$ cat src/rtl/regfield_pkg.sv
package regfield_pkg;

    localparam int IDX_W   = 4;
    localparam int SHIFT_W = 5;
    localparam int MASK_W  = 6;
    localparam int ID_W    = 3;

    localparam logic [ID_W-1:0] ID_VOLT1 = 3'd1;
    localparam logic [ID_W-1:0] ID_VOLT2 = 3'd2;
    localparam logic [ID_W-1:0] ID_VOLT3 = 3'd3;
    localparam logic [ID_W-1:0] ID_PAREF = 3'd4;

    typedef struct packed {
        logic               hit;
        logic [IDX_W-1:0]   idx;
        logic [SHIFT_W-1:0] shift;
        logic [MASK_W-1:0]  mask;
    } field_t;

    typedef enum logic [2:0] {
        ST_IDLE,
        ST_PEEK_IDX,
        ST_SET_IDX,
        ST_CHK_IDX,
        ST_LOAD,
        ST_STORE,
        ST_FLUSH
    } seq_e;

endpackage

$ cat src/rtl/regfield_lut.sv
module regfield_lut
    import regfield_pkg::*;
(
    input  logic [ID_W-1:0] id,
    output field_t          fld
);
    always_comb begin
        fld = '0;
        unique case (id)
            ID_VOLT1: fld = '{hit: 1'b1, idx: 4'd2, shift: 5'd25, mask: 6'h0F};
            ID_VOLT2: fld = '{hit: 1'b1, idx: 4'd3, shift: 5'd1,  mask: 6'h0F};
            ID_VOLT3: fld = '{hit: 1'b1, idx: 4'd3, shift: 5'd9,  mask: 6'h0F};
            ID_PAREF: fld = '{hit: 1'b1, idx: 4'd3, shift: 5'd17, mask: 6'h3F};
            default:  fld = '0;
        endcase
    end
endmodule

$ cat src/rtl/regfield_merge.sv
module regfield_merge
    import regfield_pkg::*;
#(
    parameter int DATA_W = 32
) (
    input  logic [DATA_W-1:0]  old_word,
    input  logic [DATA_W-1:0]  new_val,
    input  logic [MASK_W-1:0]  mask,
    input  logic [SHIFT_W-1:0] shift,
    output logic [DATA_W-1:0]  merged
);
    logic [DATA_W-1:0] place_mask;
    logic [DATA_W-1:0] place_val;

    assign place_mask = DATA_W'(mask) << shift;
    assign place_val  = (new_val & DATA_W'(mask)) << shift;

    for (genvar b = 0; b < DATA_W; b++) begin : g_bit
        assign merged[b] = place_mask[b] ? place_val[b] : old_word[b];
    end
endmodule

$ cat src/rtl/regfield_prog.sv
module regfield_prog
    import regfield_pkg::*;
#(
    parameter int              DATA_W   = 32,
    parameter int              ADDR_W   = 8,
    parameter logic [ADDR_W-1:0] IDX_ADDR = 8'h00,
    parameter logic [ADDR_W-1:0] DAT_ADDR = 8'h04
) (
    input  logic              clk,
    input  logic              rst_n,
    input  logic              req_valid,
    output logic              req_ready,
    input  logic [ID_W-1:0]   req_id,
    input  logic [DATA_W-1:0] req_value,
    output logic              done,
    output logic              err,
    output logic              bus_req,
    output logic              bus_we,
    output logic [ADDR_W-1:0] bus_addr,
    output logic [DATA_W-1:0] bus_wdata,
    input  logic [DATA_W-1:0] bus_rdata,
    input  logic              bus_ack
);
    typedef struct packed {
        seq_e              st;
        field_t            fld;
        logic [DATA_W-1:0] val;
        logic [DATA_W-1:0] merged;
        logic              done;
        logic              err;
    } state_t;

    state_t            s_d, s_q;
    field_t            lut_fld;
    logic [DATA_W-1:0] merge_out;

    regfield_lut u_lut (
        .id  (req_id),
        .fld (lut_fld)
    );

    regfield_merge #(.DATA_W(DATA_W)) u_merge (
        .old_word (bus_rdata),
        .new_val  (s_q.val),
        .mask     (s_q.fld.mask),
        .shift    (s_q.fld.shift),
        .merged   (merge_out)
    );

    always_comb begin
        s_d      = s_q;
        s_d.done = 1'b0;
        s_d.err  = 1'b0;
        unique case (s_q.st)
            ST_IDLE: begin
                if (req_valid) begin
                    if (lut_fld.hit) begin
                        s_d.st  = ST_PEEK_IDX;
                        s_d.fld = lut_fld;
                        s_d.val = req_value;
                    end else begin
                        s_d.err = 1'b1;
                    end
                end
            end
            ST_PEEK_IDX: if (bus_ack) s_d.st = ST_SET_IDX;
            ST_SET_IDX:  if (bus_ack) s_d.st = ST_CHK_IDX;
            ST_CHK_IDX:  if (bus_ack) s_d.st = ST_LOAD;
            ST_LOAD: begin
                if (bus_ack) begin
                    s_d.merged = merge_out;
                    s_d.st     = ST_STORE;
                end
            end
            ST_STORE:    if (bus_ack) s_d.st = ST_FLUSH;
            ST_FLUSH: begin
                if (bus_ack) begin
                    s_d.st   = ST_IDLE;
                    s_d.done = 1'b1;
                end
            end
            default:     s_d.st = ST_IDLE;
        endcase
    end

    always_ff @(posedge clk or negedge rst_n) begin
        if (!rst_n) begin
            s_q <= '{st: ST_IDLE, fld: '0, val: '0, merged: '0, done: 1'b0, err: 1'b0};
        end else begin
            s_q <= s_d;
        end
    end

    always_comb begin
        bus_req   = (s_q.st != ST_IDLE);
        bus_we    = (s_q.st == ST_SET_IDX) || (s_q.st == ST_STORE);
        bus_addr  = ((s_q.st == ST_PEEK_IDX) || (s_q.st == ST_SET_IDX) ||
                     (s_q.st == ST_CHK_IDX)) ? IDX_ADDR : DAT_ADDR;
        bus_wdata = '0;
        if (s_q.st == ST_SET_IDX) bus_wdata = DATA_W'(s_q.fld.idx);
        else if (s_q.st == ST_STORE) bus_wdata = s_q.merged;
    end

    assign req_ready = (s_q.st == ST_IDLE);
    assign done      = s_q.done;
    assign err       = s_q.err;

endmodule

$ cat config.mk
export PLATFORM = sky130hd
export DESIGN_NAME = regfield_prog
export DESIGN_NICKNAME = d
export VERILOG_FILES = /design/src/rtl/regfield_pkg.sv /design/src/rtl/regfield_lut.sv /design/src/rtl/regfield_merge.sv /design/src/rtl/regfield_prog.sv
export SDC_FILE = /design/constraint.sdc
export NUM_CORES = 1
export LEC_CHECK = 0
export CAP_MARGIN = 20
export CORE_MARGIN = 3
export CORE_UTILIZATION = 42
export DETAILED_ROUTE_END_ITERATION = 6
export HOLD_SLACK_MARGIN = 0.08
export PLACE_DENSITY_LB_ADDON = 0.2
export SETUP_SLACK_MARGIN = 0.05
export SYNTH_ARGS = -nofsm -noshare
export SYNTH_HDL_FRONTEND = slang
export SYNTH_SLANG_ARGS = --single-unit
$ cat constraint.sdc
create_clock -name clk -period 1.7 [get_ports clk]
set_input_delay 0.34 -clock clk [delete_from_list [all_inputs] [get_ports clk]]
set_output_delay 0.34 -clock clk [all_outputs]
set_load 0.005 [all_outputs]
== Word-level counts from Yosys, hierarchy flattened ==
Cells that the tools add are included.
Widths: inputs -> output; s select.

* Bits in registers: 85
* Bits in latches: 0
* Bits in writable memories: 0
* Bits in read-only memories: 0
* Input port bits: 71
* Output and inout bits: 45
* Word-level logic and storage cells: 88
* Memories: 0

* Add/sub/neg operators: 0
* $mul: 0
* Div/mod/pow operators: 0
* Order comparisons: 0
* Eq/ne operators: 18
* Shift-type cells: 2
* Mux-type cells: 50
* Bitwise gates (word level): 1
* Reduce and logical (&&, ||, !) cells: 8

{| class="wikitable"
|+ Operators with widths
! kind !! number
|-
| $mux 51 || 2
|-
| $mux 32 || 2
|-
| $pmux 16 s4 || 1
|-
| $mux 1 || 37
|-
| $and 32x6->32 || 1
|-
| $shl 32x5->32 || 1
|-
| $shl 6x5->32 || 1
|-
| $mux 3 || 7
|-
| $pmux 3 s7 || 1
|-
| $ne 2x2->1 const B || 7
|-
| $eq 3x2->1 const B || 4
|-
| $eq 3x3->1 const B || 4
|-
| $reduce_and 8->1 || 1
|-
| $eq 3x1->1 const B || 2
|-
| $logic_not 3->1 || 1
|-
| $logic_or 1x1->1 || 3
|-
| $reduce_and 3->1 || 1
|-
| $reduce_bool 3->1 || 1
|-
| $ne 2x1->1 const B || 1
|-
| $reduce_and 2->1 || 1
|}

== Depth between registers and ports, before layout ==
Gate-level depths: netlist of the first run.

* Depth after elaboration: 5
* Gate-level depth with buffers: 5

== By module ==
A second synthesis of the first run with hierarchy kept.

* Cell total of the unflattened synthesis: 464
* Area, all modules: 5,107.4 µm²

{| class="wikitable"
|+ Modules (own cells, without submodules)
! module !! times used !! cells an instance !! area an instance (µm²) !! seq. area each (µm²)
|-
| regfield_prog || 1 || 242 || 3,497.1 || 2,102.0
|-
| regfield_merge || 1 || 203 || 1,471.4 || 0.0
|-
| regfield_lut || 1 || 19 || 138.9 || 0.0
|}

== Worst setup path after synthesis of the first run ==
OpenSTA, ideal clock, no wires.

* Path type: reg2out
* Start: reg s_q[82] (netlist name)
* End: out bus_wdata[10]
* Data arrival time: 1.192 ns
* Data required time: 1.360 ns
* Slack: 0.168 ns
* Cell stages (with the launch flop): 5
* Buffers on the path: 2
* Cell sequence: dfrtp_1 -> buf_2 -> and3b_1 -> clkbuf_1 -> and2_1

* Cells in the longest elaborated chain, start to end: 3
* Elaborated cells between the ends (all ways): 4
* Classes of those cells: 2 x eq/ne; 2 x mux

{| class="wikitable"
|+ Ends and longest elaborated chain
! item !! line !! RTL
|-
| from (decl) || regfield_prog.sv:33 || <nowiki>state_t s_d, s_q;</nowiki>
|-
| from (signal assigned) || regfield_prog.sv:88 || <nowiki>s_q <= '{st: ST_IDLE, fld: '0, val: '0, merged: '0, done: 1'b0, err: 1'b0};</nowiki>
|-
| $eq 3x3->1 || regfield_prog.sv:101 || <nowiki>else if (s_q.st == ST_STORE) bus_wdata = s_q.merged;</nowiki>
|-
| $mux 32 || regfield_prog.sv:101 ||
|-
| $mux 32 * || regfield_prog.sv:100 || <nowiki>if (s_q.st == ST_SET_IDX) bus_wdata = DATA_W'(s_q.fld.idx);</nowiki>
|-
| to (decl) || regfield_prog.sv:20 || <nowiki>output logic [DATA_W-1:0] bus_wdata,</nowiki>
|}

Every way passes the cells marked *; elsewhere a longest branch is shown, timed or not.

== Worst setup path in the final report of the first run ==
* Start: reg s_q[84] (netlist name)
* End: out bus_we

* Cells in the longest elaborated chain, start to end: 2
* Elaborated cells between the ends (all ways): 3
* Classes of those cells: 2 x eq/ne; 1 x reduce/logical

{| class="wikitable"
|+ Ends and longest elaborated chain
! item !! line !! RTL
|-
| $eq 3x2->1 or $eq 3x3->1 (tied branches) || regfield_prog.sv:96 || <nowiki>bus_we = (s_q.st == ST_SET_IDX) || (s_q.st == ST_STORE);</nowiki>
|-
| $logic_or 1x1->1 * || regfield_prog.sv:96 ||
|-
| to (decl) || regfield_prog.sv:18 || <nowiki>output logic bus_we,</nowiki>
|}

Marks and branches as above.

==> impl_metrics.py, run 1 <==
metrics = {
    "run_status": {
        "status": "complete, but fails checks",
        "violations": "negative setup slack",
    },
    "floorplanning": {
        "start_util_pct": 44.10,
        "die_h_um": 85.55,
        "die_area_um2": 7318,
        "rows": 28,
        "design.core.area_um2": 6026,
        "ios": 116,
        "die_w_um": 85.55,
    },
    "grt": {
        "grt_pass1_wl_um": 11150,
        "grt_use_total_pct": 19.23,
        "antenna_found_initial": 0,
        "first_global_vias": 2204,
        "grt_max_degree": 45,
        "gr-total-overflow": 0,
    },
    "detailed_routing": {
        "vias": 2356,
        "totalWireLength_um": 7127,
        "drc_errors": 0,
        "wl_per_cell_um": 15.33,
        "drtAntennaViolNets": 0,
        "dr.pass1.iters": 5,
        "initialDrtViolationCount": 108,
        "viasPerCell": 5.067,
    },
    "synth": {
        "ys_top_cells_by_area": "dfrtp_1 45%, and2_1 7.5%, mux2i_1 7.5%, nand2_1 7.5%, o21ai_0 5.1%",
        "synth_xor_area_share_pct": 0.6591,
        "synth-compound-area-share_pct": 10.78,
        "synthAdderAreaFrac_pct": 0,
        "yosysMostFrequentCell": "nand2_1",
        "synth_ff_type": "dfrtp_1",
        "synth_edf_count": 0,
        "syn_area_um2": 2658,
        "synth_common_cells": "53 x nand2_1, 48 x dfrtp_1, 32 x and2_1, 27 x o21ai_0, 20 x mux2i_1",
        "synth_mux_area_share_pct": 11.35,
        "syn_inst": 280,
        "synth-simple-area-share_pct": 26.27,
        "synth_top_area_share_pct": 45.20,
        "synth_top_cell_by_area": "dfrtp_1",
        "synth_top_family_by_area": "simple AND/OR/NAND/NOR gates",
        "ys_async_sr_fraction_pct": 100.0,
        "synth_cell_type_count": 48,
        "post_synth.cell_area_avg_um2": 9.491,
        "synth-seq-cells": 48,
        "ys_seq_area_share_pct": 45.20,
        "ys.warnings.count": 0,
    },
    "timing": {
        "final_max_slew_viol_count": 0,
        "setup_viol": 33,
        "min_period_over_period_pct": 114.3,
        "finalClockSkew_ns": 0.004828,
        "layout_setup_ws_ns": -0.2424,
        "fmax_mhz": 514.8,
        "min_period_ns": 1.942,
        "hold_viol": 0,
        "rsz0062_at_grt": "yes",
    },
    "clock_network": {
        "clockBufferDepth": 2,
        "cts_root_buf": "clkbuf_8",
        "cts_made_buffers": 5,
        "cts_tree": "built",
        "clkSinkCount": 48,
        "clock_latency_ns": 0.30,
        "clk_pin_slew_ns": 0.09,
        "cts_max_level": 2,
    },
    "final_layout": {
        "n_fill_cell": 496,
        "layout.nets": 460,
        "n_antenna_cell": 0,
        "fin_util_pct": 67.30,
        "drive_above_1_share_pct": 32.56,
        "area_growth_pct": 52.59,
    },
    "power": {
        "share_comb_of_total_power_pct": 47.3,
        "clkPwrFrac_pct": 15.1,
        "p_switching_uw": 1860,
        "vdd_drop_max_v": 0.0006341,
        "p_leak_uw": 0.001955,
        "intPower_uw": 3519,
        "swShare_pct": 34.59,
        "p_per_area_nw_per_um2": 1326,
        "seqPwrFrac_pct": 37.6,
    },
    "job": {
        "cap_violations": 0,
    },
    "placement": {
        "gp_congestion": 0.8303,
        "hpwlAfterDp_um": 4804,
        "dp_slack_ns": -0.1630,
        "numPortBuffers": 82,
    },
    "setup_path": {
        "r2r_setup_slack_ns": 0.12,
        "worst_ep_arrival_time_ns": 1.60,
        "start_kind": "register",
        "timing.rr.end": "s_q[75]",
        "crit_path_end": "bus_we",
        "reg2reg_from": "s_q[82]",
        "setup.worst_path.start": "s_q[84]",
        "reg2reg_depth": 4,
        "worstSetupPathType": "reg2out",
        "end_kind": "output port",
        "crit_fanout": 5,
        "required_ns": 1.36,
    },
    "min_path": {
        "hp-class": "reg2reg",
    },
}
-- flip-flops by register name (all words and copies together) (netlist names) --
name	count
done	1
err	1
s_q	46
-- cell usage in the layout, fill, tap and decap left out, drive strengths merged, types with 2 or more instances in the layout --
cell and instances:
and2 32, o21bai 3, o21ai 30, a22o 2
clkdlybuf4s50 45, conb 7, or2 2, nor3b 2
mux2 7, a21oi 4, clkbuf 7, nor4bb 2
nand4b 2, nand3b 4, nand2b 2, nand4 2
nand3 5, buf 76, nor4b 3, nand2 53
dfrtp 48, mux2i 20, nor2 4, and3b 2
a31oi 2, o31ai 3, inv 3
-- final cells by class --
cell class	instances	area, um2	area share (%)
Clock inverter	2	35.03	0.8639
Multi-Input combinational cell	208	1428	35.21
Tap cell	75	93.84	2.314
Clock buffer	6	72.57	1.790
Timing Repair Buffer	123	1214	29.93
Inverter	3	11.26	0.2777
Sequential cell	48	1201	29.62
-- routing by layer --
metal,GRT usage (%),wire length (um)
met3,2.882,300
met5,0,0
met4,4.460,116
met1,26.22,3088
met2,32.49,3622
-- worst min-delay path by stage --
stage          startpoint       to  slack, ns  depth (start not counted)
2_1_floorplan       rst_n     done       0.04                          0
3_3_place_gp        rst_n  s_q[29]       0.30                          1
4_1_cts           s_q[26]  s_q[26]       0.48                          2
6_report          s_q[27]  s_q[27]       0.48                          2
5_1_grt           s_q[26]  s_q[26]       0.51                          2
3_5_place_dp        rst_n  s_q[27]       0.31                          1
-- per-stage QoR --
step | std cells | hold slack [ns] | instance area [um2] | setup TNS (ns) | total power [uW]
final | 465 | 0.4774 | 4055 | -5.188 | 5379
after global routing | 465 | 0.5145 | 4055 | -7.259 | 5754
after global placement | 442 | 0.2973 | 3677 | -3.670 | 4097
after floorplan | 286 | 0.04441 | 2680 | 0 | 3190
after CTS | 466 | 0.4761 | 3971 | -5.764 | 5297
after detailed placement | 442 | 0.3052 | 3677 | -4.250 | 4171
-- critical path, stage by stage (launching register included) --
cell and delay (ns):
dfrtp_1 0.40, and3b_2 0.29, buf_12 0.15, buf_16 0.12, or2_4 0.22, buf_6 0.11
-- cell families (layout without fill, tap and decap cells) --
logic type,Yosys count,in the layout
AO/OA/AOI/OAI,49,49
XOR/XNOR,2,2
buffers and inverters,30,134
flip-flops,48,48
multiplexers,27,27
other,1,7
AND/OR/NAND/NOR,123,123
-- what timing repair did --
action	4_1_cts	5_1_grt
pin swaps	24	13
setup buffers	13	3
setup endpoints to repair	36	42
endpoints found under the hold margin	17	0
resized for setup	194	24
hold buffers	1	0
gates cloned	3	1
-- power by group through the flow --
| stage | clock network [uW] | logic (uW) | registers [uW] |
|---|---|---|---|
| final | 811 | 2540 | 2030 |
| after global routing | 872 | 2800 | 2090 |
| after CTS | 835 | 2470 | 1990 |
| after detailed placement | 0 | 2170 | 2000 |
| after global placement | 0 | 2120 | 1980 |
| after floorplan | 0 | 1290 | 1900 |
No activity file was read; power rests on OpenSTA's default activity.
==> run 2: changes to the inputs <==
--- a/config.mk
+++ b/config.mk
@@ -12,6 +12,7 @@
 export HOLD_SLACK_MARGIN = 0.08
 export PLACE_DENSITY_LB_ADDON = 0.2
 export SETUP_SLACK_MARGIN = 0.05
+export SKIP_CTS_REPAIR_TIMING = 1
 export SYNTH_ARGS = -nofsm -noshare
 export SYNTH_HDL_FRONTEND = slang
 export SYNTH_SLANG_ARGS = --single-unit
==> impl_metrics.py, run 2 (synthesized netlist as in run 1, its figures left out) <==
metrics = {
    "final_layout": {
        "drive_above_1_share_pct": 32.91,
        "mostFrequentLayoutCell": "nand2_1",
        "fin_util_pct": 67.86,
        "largest-register": "s_q",
        "area_growth_pct": 53.86,
        "fin_area_um2": 4089,
        "final_cell_mix": "53 x nand2_1, 48 x dfrtp_1, 45 x clkdlybuf4s50_1, 41 x buf_6, 26 x o21ai_0",
        "largest_reg_flops": 46,
        "layout.nets": 462,
        "n_antenna_cell": 0,
    },
    "setup_path": {
        "r2r_setup_slack_ns": 0.11,
        "crit_fanout": 5,
        "max_stage_delay_ns": 0.40,
        "worstSetupPathType": "reg2out",
        "crit_path_frequent_cell": "buf_6",
        "worst_path_max_delay_cell": "dfrtp_1",
        "end_kind": "output port",
        "worstPathCellList": "and3b_2 > clkbuf_16 > buf_6 > buf_6 > and2_1 > buf_2",
        "cpLargestDelayFamily": "buffers and inverters",
        "required_ns": 1.36,
        "worst_ep_arrival_time_ns": 1.64,
        "critPathBufInv": 4,
        "start_kind": "register",
    },
    "grt": {
        "grtUsageMet3_pct": 2.786,
        "first_global_vias": 2030,
        "antenna_found_initial": 0,
        "grt_max_degree": 45,
        "use_met1_pct": 24.21,
        "grt-busiest-layer": "met2",
        "grt_use_total_pct": 17.25,
        "gr-total-overflow": 0,
        "grt_pass1_wl_um": 10040,
        "met2_usage_pct": 27.40,
    },
    "detailed_routing": {
        "viasPerCell": 4.966,
        "drtAntennaViolNets": 0,
        "dr.pass1.iters": 4,
        "initialDrtViolationCount": 69,
        "drc_errors": 0,
        "totalWireLength_um": 6825,
        "vias": 2319,
        "wl_per_cell_um": 14.61,
    },
    "floorplanning": {
        "die_w_um": 85.55,
        "start_util_pct": 44.10,
        "design.core.area_um2": 6026,
        "die_h_um": 85.55,
        "rows": 28,
        "ios": 116,
        "die_area_um2": 7318,
    },
    "timing": {
        "finalClockSkew_ns": 0.004205,
        "setup_viol": 33,
        "final_max_slew_viol_count": 0,
        "tns_ns": -5.924,
        "min_period_over_period_pct": 116.8,
        "rsz0062_at_grt": "yes",
        "min_period_ns": 1.985,
        "fmax_mhz": 503.8,
        "layout_setup_ws_ns": -0.2850,
        "hold_viol": 0,
    },
    "power": {
        "p_total_uw": 5359,
        "p_leak_uw": 0.001968,
        "vdd_drop_max_v": 0.0006275,
        "p_per_area_nw_per_um2": 1311,
    },
    "placement": {
        "gp_congestion": 0.8303,
        "placed_cell_area_um2": 3677,
        "dp_slack_ns": -0.1630,
        "numPortBuffers": 82,
        "hpwlAfterDp_um": 4804,
    },
    "clock_network": {
        "clk_pin_slew_ns": 0.09,
        "clockBufferDepth": 2,
        "clock_latency_ns": 0.30,
        "cts_max_level": 2,
        "cts_tree": "built",
        "cts_made_buffers": 5,
        "clkSinkCount": 48,
        "cts_root_buf": "clkbuf_8",
    },
    "run_status": {
        "status": "complete, but fails checks",
        "violations": "negative setup slack",
    },
    "min_path": {
        "hp-class": "reg2reg",
    },
    "job": {
        "cap_violations": 0,
    },
}
-- run 2: cell types whose count changed in the layout (fill, tap and decap cells not counted), sizes merged --
cell          previous run  this run
clkbuf                   7        14
dlymetal6s2s             0         1
buf                     76        70
-- run 2: power breakdown --
part	switching, uW	internal [uW]
Clock	378	437
Combinational	1080	1460
Sequential	361	1650
Total	1820	3540
-- run 2: cell type report --
cell class / instances / area [um2]
clock inverters: 2 / 35.03
fillers: 478 / 1937
repair buffers: 125 / 1245
well taps: 75 / 93.84
multi-input cells: 208 / 1430
inverters: 3 / 11.26
clock buffers: 6 / 72.57
flip-flops and latches: 48 / 1201
-- run 2: final timing paths --
kind                       depth (start not counted)  startpoint             to
setup / recovery                                   6     s_q[84]  bus_wdata[12]
hold / removal                                     2     s_q[26]        s_q[26]
setup reg to reg                                   5     s_q[84]        s_q[75]
hold reg to reg                                    2     s_q[26]        s_q[26]
max in group asynchronous                          3       rst_n         s_q[2]
min in group asynchronous                          2       rst_n        s_q[28]
-- run 2: worst register-to-register path: stages, from the launching register on --
cell and delay [ns]:
dfrtp_1 0.40, buf_4 0.14, buf_6 0.11, or4b_4 0.53, o21ai_2 0.16, o311ai_2 0.12
-- run 2: stage by stage --
stage               hold slack, ns  instances
floorplan                  0.04441        286
global placement            0.2973        442
detailed placement          0.3052        442
CTS                       -0.02370        450
global route                0.5006        467
finish                      0.4730        467
-- run 2: routing by layer --
metal	up-vias	share of wire [%]
met5	-	0
met4	0	2.0
met3	10	4.3
met2	58	50
met1	1083	44
li1	1168	-
==> run 3: changes to the inputs <==
--- a/config.mk
+++ b/config.mk
@@ -5,9 +5,10 @@
 export SDC_FILE = /design/constraint.sdc
 export NUM_CORES = 1
 export LEC_CHECK = 0
-export CAP_MARGIN = 20
+export CAP_MARGIN = 15
 export CORE_MARGIN = 3
-export CORE_UTILIZATION = 42
+export CORE_UTILIZATION = 44
+export CTS_BUF_LIST = sky130_fd_sc_hd__clkbuf_2
 export DETAILED_ROUTE_END_ITERATION = 6
 export HOLD_SLACK_MARGIN = 0.08
 export PLACE_DENSITY_LB_ADDON = 0.2
==> impl_metrics.py, run 3 (synthesized netlist as in run 1, its figures left out) <==
metrics = {
    "run_status": {
        "violations": "negative setup slack",
        "status": "complete, but fails checks",
    },
    "floorplanning": {
        "start_util_pct": 46.83,
        "die_area_um2": 7008,
        "ios": 116,
        "rows": 27,
        "die_h_um": 83.72,
        "design.core.area_um2": 5675,
        "die_w_um": 83.72,
    },
    "final_layout": {
        "layout.nets": 463,
        "final_cell_mix": "53 x nand2_1, 48 x dfrtp_1, 43 x clkdlybuf4s50_1, 38 x buf_6, 26 x o21ai_0",
        "largest_reg_flops": 46,
        "largest-register": "s_q",
        "drive_above_1_share_pct": 32.57,
        "mostFrequentLayoutCell": "nand2_1",
        "final_cell_count_no_fill": 465,
        "area_growth_pct": 51.18,
        "n_antenna_cell": 0,
    },
    "setup_path": {
        "cpLargestDelayFamily": "simple AND/OR/NAND/NOR gates",
        "worstPathCellList": "and3b_2 > buf_6 > clkbuf_16 > buf_6 > and2_4 > clkbuf_2",
        "worst_ep_arrival_time_ns": 1.76,
        "start_kind": "register",
        "crit_path_frequent_cell": "buf_6",
        "end_kind": "output port",
        "worst_path_max_delay_cell": "dfrtp_1",
        "crit_fanout": 4,
        "critPathBufInv": 4,
        "required_ns": 1.36,
        "max_stage_delay_ns": 0.44,
        "worstSetupPathType": "reg2out",
    },
    "power": {
        "p_leak_uw": 0.001977,
        "p_per_area_nw_per_um2": 1257,
        "vdd_drop_max_v": 0.0005696,
    },
    "clock_network": {
        "clkSinkCount": 48,
        "clock_latency_ns": 0.41,
        "cts_made_buffers": 5,
        "clockBufferDepth": 2,
        "cts_max_level": 2,
        "cts_tree": "built",
        "clk_pin_slew_ns": 0.23,
        "cts_root_buf": "clkbuf_2",
    },
    "timing": {
        "hold_viol": 0,
        "layout_setup_ws_ns": -0.4034,
        "finalClockSkew_ns": 0.01846,
        "rsz0062_at_grt": "yes",
        "fmax_mhz": 475.4,
        "min_period_ns": 2.103,
        "final_max_slew_viol_count": 0,
        "setup_viol": 36,
        "min_period_over_period_pct": 123.7,
    },
    "placement": {
        "placed_cells": 438,
        "hpwlAfterDp_um": 4789,
        "dp_slack_ns": -0.1614,
        "numPortBuffers": 82,
        "gp_congestion": 0.7489,
    },
    "grt": {
        "gr-total-overflow": 0,
        "antenna_found_initial": 0,
        "grt_pass1_wl_um": 10460,
        "first_global_vias": 2062,
        "grt_use_total_pct": 18.27,
        "grt_max_degree": 49,
    },
    "detailed_routing": {
        "initialDrtViolationCount": 134,
        "totalWireLength_um": 7027,
        "drc_errors": 0,
        "vias": 2392,
        "dr.pass1.iters": 4,
        "viasPerCell": 5.144,
        "wl_per_cell_um": 15.11,
        "drtAntennaViolNets": 0,
    },
    "min_path": {
        "hp-class": "in2async",
    },
    "job": {
        "cap_violations": 0,
    },
}
==> run 3: report_power, final <==
| group | internal [uW] | switching [uW] | leakage, uW |
|---|---|---|---|
| sequential | 1640 | 383 | 0.000591 |
| clock | 103 | 354 | 0.0000266 |
| combinational | 1450 | 1120 | 0.00136 |
| total | 3200 | 1850 | 0.00198 |
==> run 3: worst paths after layout <==
| check | from | end | slack [ns] | depth (start not counted) |
|---|---|---|---|---|
| min in group clk | bus_rdata[7] | s_q[9] | 0.42 | 3 |
| setup / recovery | s_q[83] | bus_wdata[8] | -0.40 | 6 |
| hold reg to reg | s_q[27] | s_q[27] | 0.50 | 2 |
| max in group asynchronous | rst_n | err | 1.08 | 3 |
| hold / removal | rst_n | s_q[2] | 0.39 | 3 |
| setup reg to reg | s_q[83] | s_q[37] | 0.11 | 4 |
==> run 3: layout make-up <==
class,instances,area [um2]
repair buffers,126,1249
flip-flops and latches,48,1201
fillers,441,1658
clock inverters,2,11.26
clock buffers,6,30.03
multi-input cells,208,1425
inverters,3,11.26
well taps,72,90.09
==> run 3: per-layer routing <==
metal | GRT usage [%] | part of all wire, % | vias to the layer above
met1 | 24.84 | 42 | 1150
met3 | 3.751 | 5.4 | 8
met5 | 0 | 0 | -
met4 | 4.386 | 1.1 | 0
met2 | 29.93 | 52 | 63
li1 | - | - | 1171
==> run 3: per-stage QoR <==
stage | total power (uW) | hold WS, ns | util, % | instance area [um2] | setup TNS (ns)
after floorplan | 3190 | 0.04441 | - | 2680 | 0
after global placement | 4087 | 0.3427 | 64.81 | 3679 | -3.881
after detailed placement | 4198 | 0.3411 | 64.81 | 3679 | -4.522
after CTS | 4644 | -0.1515 | 65.54 | 3720 | -20.66
after global routing | 5438 | 0.3915 | 70.79 | 4018 | -13.38
final | 5051 | 0.3855 | 70.79 | 4018 | -11.25
==> run 3: worst min-delay path: stages <==
cell           delay, ns
dlygate4sd3_1       0.52
buf_2               0.12
buf_12              0.25
